`src/rtl/pstat_pkg.sv`:
```
package pstat_pkg;
  localparam int unsigned SW = 16;
  localparam int unsigned BIT_X = 4;
  localparam int unsigned BIT_M = 5;
  localparam int unsigned BIT_V = 6;
  localparam int unsigned BIT_N = 7;
  localparam int unsigned IPL_LO = 8;
  localparam int unsigned IPLW = 3;
  localparam int unsigned RSV_LO = IPL_LO + IPLW;
  localparam logic [SW-1:0] WR_MASK = SW'((1 << RSV_LO) - 1);

  typedef enum logic [2:0] {
    OP_NONE = 3'd0,
    OP_ADD  = 3'd1,
    OP_SUB  = 3'd2,
    OP_XFER = 3'd3,
    OP_DIV  = 3'd4,
    OP_MAC  = 3'd5
  } alu_op_e;
endpackage

```
`src/rtl/pstat_flag_eval.sv`:
```
module pstat_flag_eval
  import pstat_pkg::*;
#(
  parameter int unsigned DW = 16,
  parameter int unsigned NW = 8,
  parameter int unsigned AW = 32
) (
  input  logic          alu_valid,
  input  logic [2:0]    alu_op,
  input  logic          m_byte,
  input  logic [DW-1:0] op_a,
  input  logic [DW-1:0] op_b,
  input  logic [DW-1:0] result,
  input  logic [AW-1:0] div_quot,
  input  logic          div_signed,
  input  logic [AW-1:0] mac_acc,
  input  logic [AW-1:0] mac_term,
  output logic          upd_v,
  output logic          v_new,
  output logic          upd_n,
  output logic          n_new
);
  localparam int unsigned WHI = DW - 1;
  localparam int unsigned NHI = NW - 1;

  logic sa, sb, sr;
  logic add_ov, sub_ov, div_ov, mac_ov;
  logic div_u_fit, div_s_fit;
  logic [AW-1:0] mac_sum;
  alu_op_e op;

  always_comb begin
    op = alu_op_e'(alu_op);
    sa = m_byte ? op_a[NHI]   : op_a[WHI];
    sb = m_byte ? op_b[NHI]   : op_b[WHI];
    sr = m_byte ? result[NHI] : result[WHI];
    add_ov = (sa == sb) && (sr != sa);
    sub_ov = (sa != sb) && (sr != sa);
  end

  always_comb begin
    if (m_byte) begin
      div_u_fit = (div_quot[AW-1:NW] == '0);
      div_s_fit = (div_quot[AW-1:NHI] == '0) || (&div_quot[AW-1:NHI]);
    end else begin
      div_u_fit = (div_quot[AW-1:DW] == '0);
      div_s_fit = (div_quot[AW-1:WHI] == '0) || (&div_quot[AW-1:WHI]);
    end
    div_ov = div_signed ? !div_s_fit : !div_u_fit;
  end

  always_comb begin
    mac_sum = mac_acc + mac_term;
    mac_ov  = (mac_acc[AW-1] == mac_term[AW-1]) && (mac_sum[AW-1] != mac_acc[AW-1]);
  end

  always_comb begin
    upd_v = 1'b0;
    v_new = 1'b0;
    upd_n = 1'b0;
    n_new = sr;
    if (alu_valid) begin
      unique case (op)
        OP_ADD:  begin upd_v = 1'b1; v_new = add_ov; upd_n = 1'b1; end
        OP_SUB:  begin upd_v = 1'b1; v_new = sub_ov; upd_n = 1'b1; end
        OP_XFER: begin upd_n = 1'b1; end
        OP_DIV:  begin upd_v = 1'b1; v_new = div_ov; upd_n = 1'b1; end
        OP_MAC:  begin upd_v = 1'b1; v_new = mac_ov; upd_n = 1'b1; end
        default: begin end
      endcase
    end
  end
endmodule

```
`src/rtl/pstat_cmd_merge.sv`:
```
module pstat_cmd_merge
  import pstat_pkg::*;
(
  input  logic [SW-1:0] set_mask,
  input  logic [SW-1:0] clr_mask,
  input  logic          m_set,
  input  logic          m_clr,
  input  logic          v_clr,
  output logic [SW-1:0] frc_set,
  output logic [SW-1:0] frc_clr,
  output logic          cmd_any
);
  logic [SW-1:0] set_raw, clr_raw;

  always_comb begin
    set_raw = set_mask;
    clr_raw = clr_mask;
    set_raw[BIT_M] = set_raw[BIT_M] | m_set;
    clr_raw[BIT_M] = clr_raw[BIT_M] | m_clr;
    clr_raw[BIT_V] = clr_raw[BIT_V] | v_clr;
    frc_set = set_raw & WR_MASK;
    frc_clr = clr_raw & WR_MASK & ~frc_set;
    cmd_any = |(frc_set | frc_clr);
  end
endmodule

```
`src/rtl/pstat_unit.sv`:
```
module pstat_unit
  import pstat_pkg::*;
#(
  parameter int unsigned DW = 16,
  parameter int unsigned NW = 8,
  parameter int unsigned AW = 32
) (
  input  logic          clk,
  input  logic          rst_n,
  input  logic          alu_valid,
  input  logic [2:0]    alu_op,
  input  logic [DW-1:0] op_a,
  input  logic [DW-1:0] op_b,
  input  logic [DW-1:0] result,
  input  logic [AW-1:0] div_quot,
  input  logic          div_signed,
  input  logic [AW-1:0] mac_acc,
  input  logic [AW-1:0] mac_term,
  input  logic [SW-1:0] set_mask,
  input  logic [SW-1:0] clr_mask,
  input  logic          m_set,
  input  logic          m_clr,
  input  logic          v_clr,
  output logic [SW-1:0] status,
  output logic          idx_8bit,
  output logic          dat_8bit
);
  logic [SW-1:0] st_q, st_d, frc_set, frc_clr;
  logic          st_en, cmd_any;
  logic          upd_v, v_new, upd_n, n_new;

  pstat_flag_eval #(.DW(DW), .NW(NW), .AW(AW)) u_eval (
    .alu_valid (alu_valid),
    .alu_op    (alu_op),
    .m_byte    (st_q[BIT_M]),
    .op_a      (op_a),
    .op_b      (op_b),
    .result    (result),
    .div_quot  (div_quot),
    .div_signed(div_signed),
    .mac_acc   (mac_acc),
    .mac_term  (mac_term),
    .upd_v     (upd_v),
    .v_new     (v_new),
    .upd_n     (upd_n),
    .n_new     (n_new)
  );

  pstat_cmd_merge u_cmd (
    .set_mask(set_mask),
    .clr_mask(clr_mask),
    .m_set   (m_set),
    .m_clr   (m_clr),
    .v_clr   (v_clr),
    .frc_set (frc_set),
    .frc_clr (frc_clr),
    .cmd_any (cmd_any)
  );

  always_comb begin
    st_d = st_q;
    if (upd_n) st_d[BIT_N] = n_new;
    if (upd_v) st_d[BIT_V] = v_new;
    st_d  = ((st_d & ~frc_clr) | frc_set) & WR_MASK;
    st_en = upd_n | upd_v | cmd_any;
  end

  always_ff @(posedge clk or negedge rst_n) begin
    if (!rst_n)     st_q <= '0;
    else if (st_en) st_q <= st_d;
  end

  assign status   = st_q;
  assign idx_8bit = st_q[BIT_X];
  assign dat_8bit = st_q[BIT_M];

  // reserved field never holds a 1
  assert_rsv_zero_R2: assert property (@(posedge clk) disable iff (!rst_n)
    st_q[SW-1:RSV_LO] == '0);

  // a set-mask bit is present after the edge
  assert_set_bit_R10: assert property (@(posedge clk) disable iff (!rst_n)
    set_mask[IPL_LO] |=> st_q[IPL_LO]);

  // a clear-mask bit without a matching set is gone after the edge
  assert_clr_bit_R10: assert property (@(posedge clk) disable iff (!rst_n)
    (clr_mask[BIT_X] && !set_mask[BIT_X]) |=> !st_q[BIT_X]);

  // transfer with no command on V keeps V
  assert_xfer_keeps_v_R9: assert property (@(posedge clk) disable iff (!rst_n)
    (alu_valid && alu_op == 3'd3 && !set_mask[BIT_V] && !clr_mask[BIT_V] && !v_clr)
      |=> st_q[BIT_V] == $past(st_q[BIT_V]));

  // dedicated V clear always wins over an ALU overflow
  assert_vclr_R11: assert property (@(posedge clk) disable iff (!rst_n)
    (v_clr && !set_mask[BIT_V]) |=> !st_q[BIT_V]);

  // at 16-bit width an uncommanded add leaves N equal to result bit 15
  assert_n_wide_R6: assert property (@(posedge clk) disable iff (!rst_n)
    (alu_valid && alu_op == 3'd1 && !st_q[BIT_M] && set_mask[BIT_N] == 1'b0
     && clr_mask[BIT_N] == 1'b0) |=> st_q[BIT_N] == $past(result[DW-1]));
endmodule

```
`config.mk`:
```
export PLATFORM = sky130hd
export DESIGN_NAME = pstat_unit
export DESIGN_NICKNAME = d
export VERILOG_FILES = /design/src/rtl/pstat_pkg.sv /design/src/rtl/pstat_flag_eval.sv /design/src/rtl/pstat_cmd_merge.sv /design/src/rtl/pstat_unit.sv
export SDC_FILE = /design/constraint.sdc
export NUM_CORES = 1
export LEC_CHECK = 0
export BUFFER_PORTS_ARGS = -buffer_cell sky130_fd_sc_hd__buf_2
export CAP_MARGIN = 20
export CORE_AREA = 2 2 80 82
export DETAILED_ROUTE_END_ITERATION = 12
export DIE_AREA = 0 0 82 84
export GPL_TIMING_DRIVEN = 1
export PLACE_DENSITY = 0.66
export SLEW_MARGIN = 10
export SYNTH_ARGS = -nofsm -noshare
export SYNTH_HDL_FRONTEND = slang
export SYNTH_SLANG_ARGS = --single-unit
```
`constraint.sdc`:
```
create_clock -name clk -period 2.77 [get_ports clk]
set_clock_uncertainty 0.1 [all_clocks]
set_input_delay 0.831 -clock clk [delete_from_list [all_inputs] [get_ports clk]]
set_output_delay 0.831 -clock clk [all_outputs]
set_load 0.01 [all_outputs]
```
==> results.yml, run 1 <==
drt:
  vias_per_cell: 4.67
  ant_nets: 0
  drtIter0Drc: 27
  highest_layer: "met4"
  drt_drc_violations_left: 0
  met1_length_um: 1630
  wl_per_cell_um: 11.0
  dr_total_vias: 1773
  drtPass1Iterations: 4
  dr_wl_met3_um: 428
  wl_um: 4180
  wl_met2_um: 2110
floorplan:
  num_rows: 29
  core_um2: 6100
  pin_count: 204
  die_w_um: 82
  initial_core_util_pct: 23.3
  dieArea_um2: 6890
  die_y_um: 84
power:
  ir_worst_vdd_v: 0.000301
  p_per_area_nw_per_um2: 261
  leakage_nw: 1.23
timing:
  hold_ws_ns: 0.361
  fmax_ghz: 0.376
  fin_crit_sh_pct: 96.0
  setup_tns_ns: 0
  tightest_slew_ns: 0.523
  drv_slew: 0
  period_minus_slack_ns: 2.66
  finalHoldViolations: 0
  rsz0062_at_grt: "false"
  final-setup-viol-count: 0
  max_slew_margin_pct: 64.7
final_layout:
  antennaDiodeCount: 0
  area_growth_pct: 57.0
  fin_util_pct: 36.6
  layout.nets: 520
  drive_above_1_share_pct: 49.8
  largest_reg_flops: 11
clocking:
  root_buffer: "clkbuf_8"
  cts_buffers: 3
  clk_pin_slew_ns: 0.05
  post_cts_buffers: 0
  cts_buffer_depth: 2
  cts_tree: "built"
  cts_hold_buf: 0
  clock_sinks: 11
  htree_levels: 1
  clock_latency_ns: 0.23
placement:
  place.port_buffers: 139
  place_congestion: 0.724
  hpwl_um: 3870
critical_path:
  required_ns: 2.77
  critPathMaxStageDelay_ns: 0.36
  crit_arrival_ns: 2.66
  critical_path.startpoint_type: "input port"
  critical_path_cell_count: 8
  path_class: "input port to flip-flop"
  regToRegStartpoint: "status[5]"
  path_delay_family: "compound AO/OA/AOI/OAI gates"
  reg2reg_depth: 6
  crit_fanout: 2
  end_kind: "flip-flop"
  cp_cell_sequence: "buf_2 > ha_1 > a21o_1 > a221o_1 > a221oi_2 > a31oi_1 > a21oi_1 > or3b_1"
  crit_start: "mac_acc[24]"
  cp_slowest_cell: "or3b_1"
  critPathBufInv: 1
synth:
  ys_async_sr_fraction_pct: 100
  ys_warn_count: 0
  synth-edff-count: 0
  synthFlopType: "dfrtp_1"
  seq_area_frac_synth_pct: 19.4
  syn_avg_cell_area_um2: 8.77
  syn_area_um2: 1420
  synth_cell_types: 37
  syn_inst: 162
  ys_seq_elements: 11
outcome:
  outcome: "completed"
global_routing:
  grt_pass1_wl_um: 6530
  track_usage_pct: 11.6
  grt-ovfl-total: 0
  antenna_found_initial: 0
  grt_pass1_vias: 1683
  grt_max_degree: 12
hold_path:
  hold_path.class: "input port to async pin"
job:
  max_cap_viol_count: 0
## cells in the mapped netlist, types with 3 or more instances
library cell	count	area share (%)
buf_4	7	3.7
nor4_1	6	2.6
dfrtp_1	11	19
mux2i_1	3	2.1
nand3_1	8	2.8
o21ai_0	4	1.4
ha_1	30	26
nor2_1	6	1.6
a21oi_1	11	3.9
nand4_1	14	6.2
a21o_1	10	5.3
inv_1	9	2.4
nand2_1	9	2.4
a31oi_1	4	1.8
o21bai_1	3	1.6
## cell usage in the layout, fill, tap and decap left out, types with 6 or more instances in the layout
| cell | synthesis | layout |
|---|---|---|
| buf_2 | 0 | 139 |
| ha_1 | 30 | 30 |
| nand4_1 | 14 | 14 |
| a21oi_1 | 11 | 11 |
| dfrtp_1 | 11 | 11 |
| a21o_1 | 10 | 10 |
| nand2_1 | 9 | 9 |
| inv_1 | 9 | 9 |
| nand3_1 | 8 | 8 |
| nor2_1 | 6 | 6 |
| nor4_1 | 6 | 6 |
## per-stage QoR
step | setup slack (ns) | total power [mW] | area [µm²] | cells
after floorplan | 0.0785 | 0.299 | 1440 | 166
after global placement | -0.219 | 0.421 | 2180 | 376
after detailed placement | -0.230 | 0.430 | 2180 | 376
after CTS | 0.0140 | 0.589 | 2220 | 380
after global routing | 0.00545 | 0.634 | 2230 | 380
final | 0.110 | 0.581 | 2230 | 380
## area by class of cell
type,instances,area (µm²)
flip-flops and latches,11,275
inverters,9,33.8
multi-input cells,138,1070
well taps,77,96.3
clock buffers,4,45.0
repair buffers,141,711
fillers,659,3870
## logic make-up (layout without fill, tap and decap cells)
logic type / Yosys count / after routing / synth area share (%)
adders and majority gates: 30 / 30 / 26.4
muxes: 4 / 4 / 3.17
buffers and inverters: 17 / 154 / 6.87
AOI/OAI and AO/OA: 44 / 44 / 22.1
DFF: 11 / 11 / 19.4
other: 1 / 5 / 0.264
and+or+nand+nor: 55 / 55 / 21.8
## routing by layer
metal  vias to the layer above  GRT usage [%]
li1                        908              -
met1                       781           12.8
met2                        82           21.8
met3                         2           2.49
met4                         0           2.73
met5                         -              0
## where the power goes
part | switching [mW] | internal, mW | leakage [nW]
Combinational | 0.111 | 0.135 | 1.09
Sequential | 0.00777 | 0.172 | 0.118
Clock | 0.0539 | 0.101 | 0.0228
Total | 0.173 | 0.408 | 1.23
## path summary, 6_finish.rpt
check                            endpoint  slack (ns)
worst max-delay path            status[6]        0.11
max in group asynchronous       status[7]        2.01
worst max register to register  status[6]        0.67
min in group clk                status[0]        0.37
worst min register to register  status[0]        0.37
worst min-delay path            status[2]        0.36
## repair_timing
item / CTS / global route
gates resized for setup: 0 / 1
hold endpoints to repair: 0 / 0
setup endpoints to repair: 0 / 1
Power figures use the tool's default switching activity.
==> inputs of run 2 (changes only) <==
--- a/config.mk
+++ b/config.mk
@@ -7,12 +7,14 @@
 export LEC_CHECK = 0
 export BUFFER_PORTS_ARGS = -buffer_cell sky130_fd_sc_hd__buf_2
 export CAP_MARGIN = 20
-export CORE_AREA = 2 2 80 82
+export CORE_AREA = 2 2 79 81
 export DETAILED_ROUTE_END_ITERATION = 12
-export DIE_AREA = 0 0 82 84
+export DIE_AREA = 0 0 81 83
+export GPL_ROUTABILITY_DRIVEN = 0
 export GPL_TIMING_DRIVEN = 1
-export PLACE_DENSITY = 0.66
+export PLACE_DENSITY = 0.73
 export SLEW_MARGIN = 10
 export SYNTH_ARGS = -nofsm -noshare
 export SYNTH_HDL_FRONTEND = slang
+export SYNTH_HIERARCHICAL = 1
 export SYNTH_SLANG_ARGS = --single-unit
==> run 2 against run 1 <==
  * The run now ends with negative setup slack left
  * Synthesized cell count rose by 27%
  * Largest power group unchanged
  * Critical endpoint unchanged
  * Cell count is 9.5% higher
  * Highest routed layer unchanged
  * Non-clock buffer count grew 5
==> results.yml, run 2 <==
critical_path:
  critPathMaxStageDelay_ns: 0.49
  required_ns: 2.84
  cp_cell_sequence: "buf_2 > ha_4 > nand4_1 > nor3_2 > a221o_1 > or3_4 > or4_4 > nand3_2 > nand2_1 > o21bai_1 > a22o_1"
  path_class: "input port to flip-flop"
  crit_fanout: 2
  cp_slowest_cell: "or4_4"
  path_delay_family: "simple AND/OR/NAND/NOR gates"
  critical_path.startpoint_type: "input port"
  end_kind: "flip-flop"
  critPathBufInv: 1
  crit_arrival_ns: 2.97
clocking:
  clock_latency_ns: 0.23
  cts_hold_buf: 0
  htree_levels: 1
  clk_pin_slew_ns: 0.05
  cts_buffer_depth: 2
  cts_tree: "built"
  root_buffer: "clkbuf_8"
  cts_buffers: 3
  clock_sinks: 11
power:
  finalPower_uw: 633
  leakage_nw: 1.26
  p_per_area_nw_per_um2: 240
  ir_worst_vdd_v: 0.000167
final_layout:
  antennaDiodeCount: 0
  final_cells: 416
  area_growth_pct: 59.4
  drive_above_1_share_pct: 51.3
  largest_reg_flops: 11
  layout_common_cells: "134 x buf_2, 30 x nand2_1, 16 x ha_1"
  layout_commonest_cell: "buf_2"
  layout.nets: 558
global_routing:
  track_usage_pct: 14.6
  grt_pass1_vias: 2077
  grt_max_degree: 23
  grt_pass1_wl_um: 8290
  antenna_found_initial: 0
  grt-ovfl-total: 0
drt:
  drt_drc_violations_left: 0
  ant_nets: 0
  wl_um: 4940
  vias_per_cell: 4.88
  drtPass1Iterations: 4
  drtIter0Drc: 50
  dr_total_vias: 2032
  wl_per_cell_um: 11.9
timing:
  drv_slew: 0
  fin_crit_sh_pct: 105
  rsz0062_at_grt: "true"
  period_minus_slack_ns: 2.90
  setup_tns_ns: -0.126
  final-setup-viol-count: 1
  setup_ws_ns: -0.126
  finalHoldViolations: 0
  fmax_ghz: 0.345
floorplan:
  num_rows: 28
  initial_core_util_pct: 28.4
  core_um2: 5820
  die_w_um: 81
  pin_count: 204
  die_y_um: 83
  dieArea_um2: 6720
hold_path:
  hold_path.class: "input port to async pin"
placement:
  post-place-cells: 412
  place.port_buffers: 139
  hpwl_um: 4130
outcome:
  failed_checks: "negative setup slack"
  outcome: "complete, but fails checks"
synth:
  syn_area_um2: 1650
  ys_warn_count: 6
  syn_avg_cell_area_um2: 8.03
  syn_inst: 206
job:
  max_cap_viol_count: 0
[run 2: changes by cell type in the layout (fill, tap and decap cells not counted), sizes merged, moves of 5 or more]
cell   before  now
nand2       9   30
a22o        0   11
a21o       11    2
inv         9    0
nor2b       1    9
a21oi      11   17
nor3        2    8
buf       141  146
[run 2: path summary, 6_finish.rpt]
check	endpoint	start	cells after the start	slack (ns)
hold / removal	status[8]	rst_n	1	0.35
setup reg to reg	status[6]	status[5]	8	0.59
max in group asynchronous	status[1]	rst_n	1	2.02
min in group clk	status[6]	status[6]	1	0.39
hold reg to reg	status[6]	status[6]	1	0.39
setup / recovery	status[6]	mac_term[26]	11	-0.13
[run 2: final cells by class]
class	count	area (µm²)
Clock buffer	4	45.0
Fill cell	572	3180
Multi-Input combinational cell	180	1450
Sequential cell	11	275
Tap cell	75	93.8
Timing Repair Buffer	146	772
[run 2: power breakdown]
| part | internal, mW | switching, mW | total (mW) |
|---|---|---|---|
| clock | 0.100 | 0.0533 | 0.154 |
| combinational | 0.165 | 0.136 | 0.301 |
| sequential | 0.172 | 0.00654 | 0.179 |
[run 2: layer usage]
metal	track usage, %	part of all wire (%)
met5	0	0
met4	2.47	0.81
met3	2.93	6.8
met2	27.6	53
met1	16.6	40
[run 2: worst reg2reg max path: stages (launching register included)]
cell and delay (ns):
dfrtp_1 0.52, mux2i_1 0.37, mux2i_1 0.22, nor2_1 0.08, a2111oi_2 0.32, nand3_2 0.10
nand2_1 0.07, o21bai_1 0.07, a22o_1 0.21
[run 2: through the flow]
step	cell area [µm²]	util, %	hold slack [ns]	setup WS (ns)
after global placement	2370	40.8	0.378	-0.445
after detailed placement	2370	40.8	0.379	-0.482
after floorplan	1680	-	0.433	-0.131
final	2640	45.3	0.354	-0.126
after global routing	2640	45.3	0.367	-0.204
after CTS	2550	43.9	0.359	-0.145
[run 2: repair_timing]
item,in CTS,in global routing
pin swaps,4,4
setup buffers,0,0
setup endpoints to repair,1,1
hold endpoints to repair,0,0
resized for setup,16,11
==> inputs of run 3 (changes only) <==
--- a/config.mk
+++ b/config.mk
@@ -7,12 +7,13 @@
 export LEC_CHECK = 0
 export BUFFER_PORTS_ARGS = -buffer_cell sky130_fd_sc_hd__buf_2
 export CAP_MARGIN = 20
-export CORE_AREA = 2 2 79 81
+export CELL_PAD_IN_SITES_DETAIL_PLACEMENT = 1
+export CELL_PAD_IN_SITES_GLOBAL_PLACEMENT = 2
+export CORE_UTILIZATION = 15
 export DETAILED_ROUTE_END_ITERATION = 12
-export DIE_AREA = 0 0 81 83
 export GPL_ROUTABILITY_DRIVEN = 0
 export GPL_TIMING_DRIVEN = 1
-export PLACE_DENSITY = 0.73
+export PLACE_DENSITY_LB_ADDON = 0.1
 export SLEW_MARGIN = 10
 export SYNTH_ARGS = -nofsm -noshare
 export SYNTH_HDL_FRONTEND = slang
==> run 3 against run 2 <==
  * Worst setup slack gained 0.031 ns
  * Power grew 2.4%
  * Non-clock buffer count grew 2
  * Sequential share of layout area shrank 0.26 points
  * Combinational power is essentially flat
  * Critical path type unchanged
  * Die area grew 70%
  * Worst hold slack gained 0.012 ns
  * Sequential power is essentially flat
  * The run still ends with negative setup slack left
==> results.yml, run 3 (synthesized netlist as in run 2, its figures left out) <==
outcome:
  outcome: "complete, but fails checks"
  failed_checks: "negative setup slack"
clocking:
  clk_pin_slew_ns: 0.06
  cts_hold_buf: 0
  clock_sinks: 11
  cts_buffer_depth: 2
  htree_levels: 1
  root_buffer: "clkbuf_8"
  cts_buffers: 3
  clock_latency_ns: 0.24
  cts_tree: "built"
hold_path:
  hold_path.class: "input port to async pin"
drt:
  drtIter0Drc: 48
  wl_um: 5940
  drt_drc_violations_left: 0
  ant_nets: 0
  dr_total_vias: 2044
  drtPass1Iterations: 4
  vias_per_cell: 4.27
  wl_per_cell_um: 12.4
final_layout:
  layout_common_cells: "137 x buf_2, 30 x nand2_1, 16 x ha_1"
  layout_commonest_cell: "buf_2"
  antennaDiodeCount: 0
  fillers: 1311
  drive_above_1_share_pct: 51.0
  largest_reg_flops: 11
  final_cells: 479
  design_area_um2: 2700
  layout.nets: 560
  area_growth_pct: 63.4
floorplan:
  initial_core_util_pct: 15.7
  num_rows: 37
  pin_count: 204
  die_y_um: 107
  core_um2: 10500
  die_w_um: 107
  dieArea_um2: 11500
timing:
  final-setup-viol-count: 1
  fmax_ghz: 0.349
  fin_crit_sh_pct: 103
  setup_tns_ns: -0.0944
  period_minus_slack_ns: 2.86
  drv_slew: 0
  finalHoldViolations: 0
  setup_ws_ns: -0.0944
  hold_ws_ns: 0.365
  rsz0062_at_grt: "true"
power:
  finalPower_uw: 648
  p_per_area_nw_per_um2: 240
  ir_worst_vdd_v: 0.000145
  leakage_nw: 1.25
critical_path:
  crit_arrival_ns: 2.95
  critical_path.startpoint_type: "input port"
  critPathMaxStageDelay_ns: 0.47
  cp_cell_sequence: "buf_2 > ha_4 > a21oi_2 > o21ai_2 > a221o_1 > or3_4 > or4_1 > nand3_1 > nand2_1 > o21bai_1 > a22o_1"
  crit_fanout: 3
  end_kind: "flip-flop"
  path_delay_family: "simple AND/OR/NAND/NOR gates"
  critPathBufInv: 1
  path_class: "input port to flip-flop"
  required_ns: 2.85
  cp_slowest_cell: "or4_1"
placement:
  hpwl_um: 5330
  post-place-cells: 475
  place.port_buffers: 139
  placed_area_um2: 2460
global_routing:
  grt_pass1_vias: 2131
  track_usage_pct: 10.1
  antenna_found_initial: 0
  grt_pass1_wl_um: 9420
  grt-ovfl-total: 0
  grt_max_degree: 23
job:
  max_cap_viol_count: 0
[run 3: cell count changes in the layout (fill, tap and decap cells not counted), sizes merged]
cell / previous run / this run
buf: 146 / 148
[run 3: final timing paths]
kind / from / to / slack, ns / cells past startpoint
setup / recovery: mac_acc[18] / status[6] / -0.09 / 11
hold / removal: rst_n / status[3] / 0.37 / 1
setup reg to reg: status[5] / status[6] / 0.61 / 8
hold reg to reg: status[0] / status[0] / 0.40 / 1
max in group asynchronous: rst_n / status[0] / 1.98 / 1
min in group clk: status[0] / status[0] / 0.40 / 1
[run 3: area by class of cell]
type                    count  area [µm²]  area share, %
repair buffers            148         772           28.6
multi-input cells         180        1440           53.3
well taps                 136         170           6.30
clock buffers               4        45.0           1.67
flip-flops and latches     11         275           10.2
[run 3: metal layers]
layer / up-vias / share of wire, % / GRT usage, %
li1: 1044 / - / -
met1: 924 / 42 / 11.7
met2: 70 / 50 / 18.7
met3: 6 / 6.6 / 2.55
met4: 0 / 1.1 / 1.66
met5: - / 0 / 0
[run 3: stage by stage]
step / setup slack, ns / utilization [%]
6_report: -0.0944 / 25.7
5_1_grt: -0.271 / 25.7
4_1_cts: -0.176 / 25.1
3_5_place_dp: -0.573 / 23.5
3_3_place_gp: -0.591 / 23.5
2_1_floorplan: -0.131 / -
[run 3: where the power goes]
| part | leakage, nW | switching [mW] | internal, mW | total (mW) |
|---|---|---|---|---|
| Clock | 0.0228 | 0.0686 | 0.102 | 0.170 |
| Sequential | 0.110 | 0.00685 | 0.172 | 0.178 |
| Combinational | 1.12 | 0.137 | 0.162 | 0.300 |
[run 3: repair_timing]
item | 4_1_cts | 5_1_grt
setup buffers | 0 | 0
endpoints found under the hold margin | 0 | 0
gates resized for setup | 13 | 9
cloned | 0 | 0
pin swaps | 0 | 2
endpoints found under the setup margin | 1 | 1
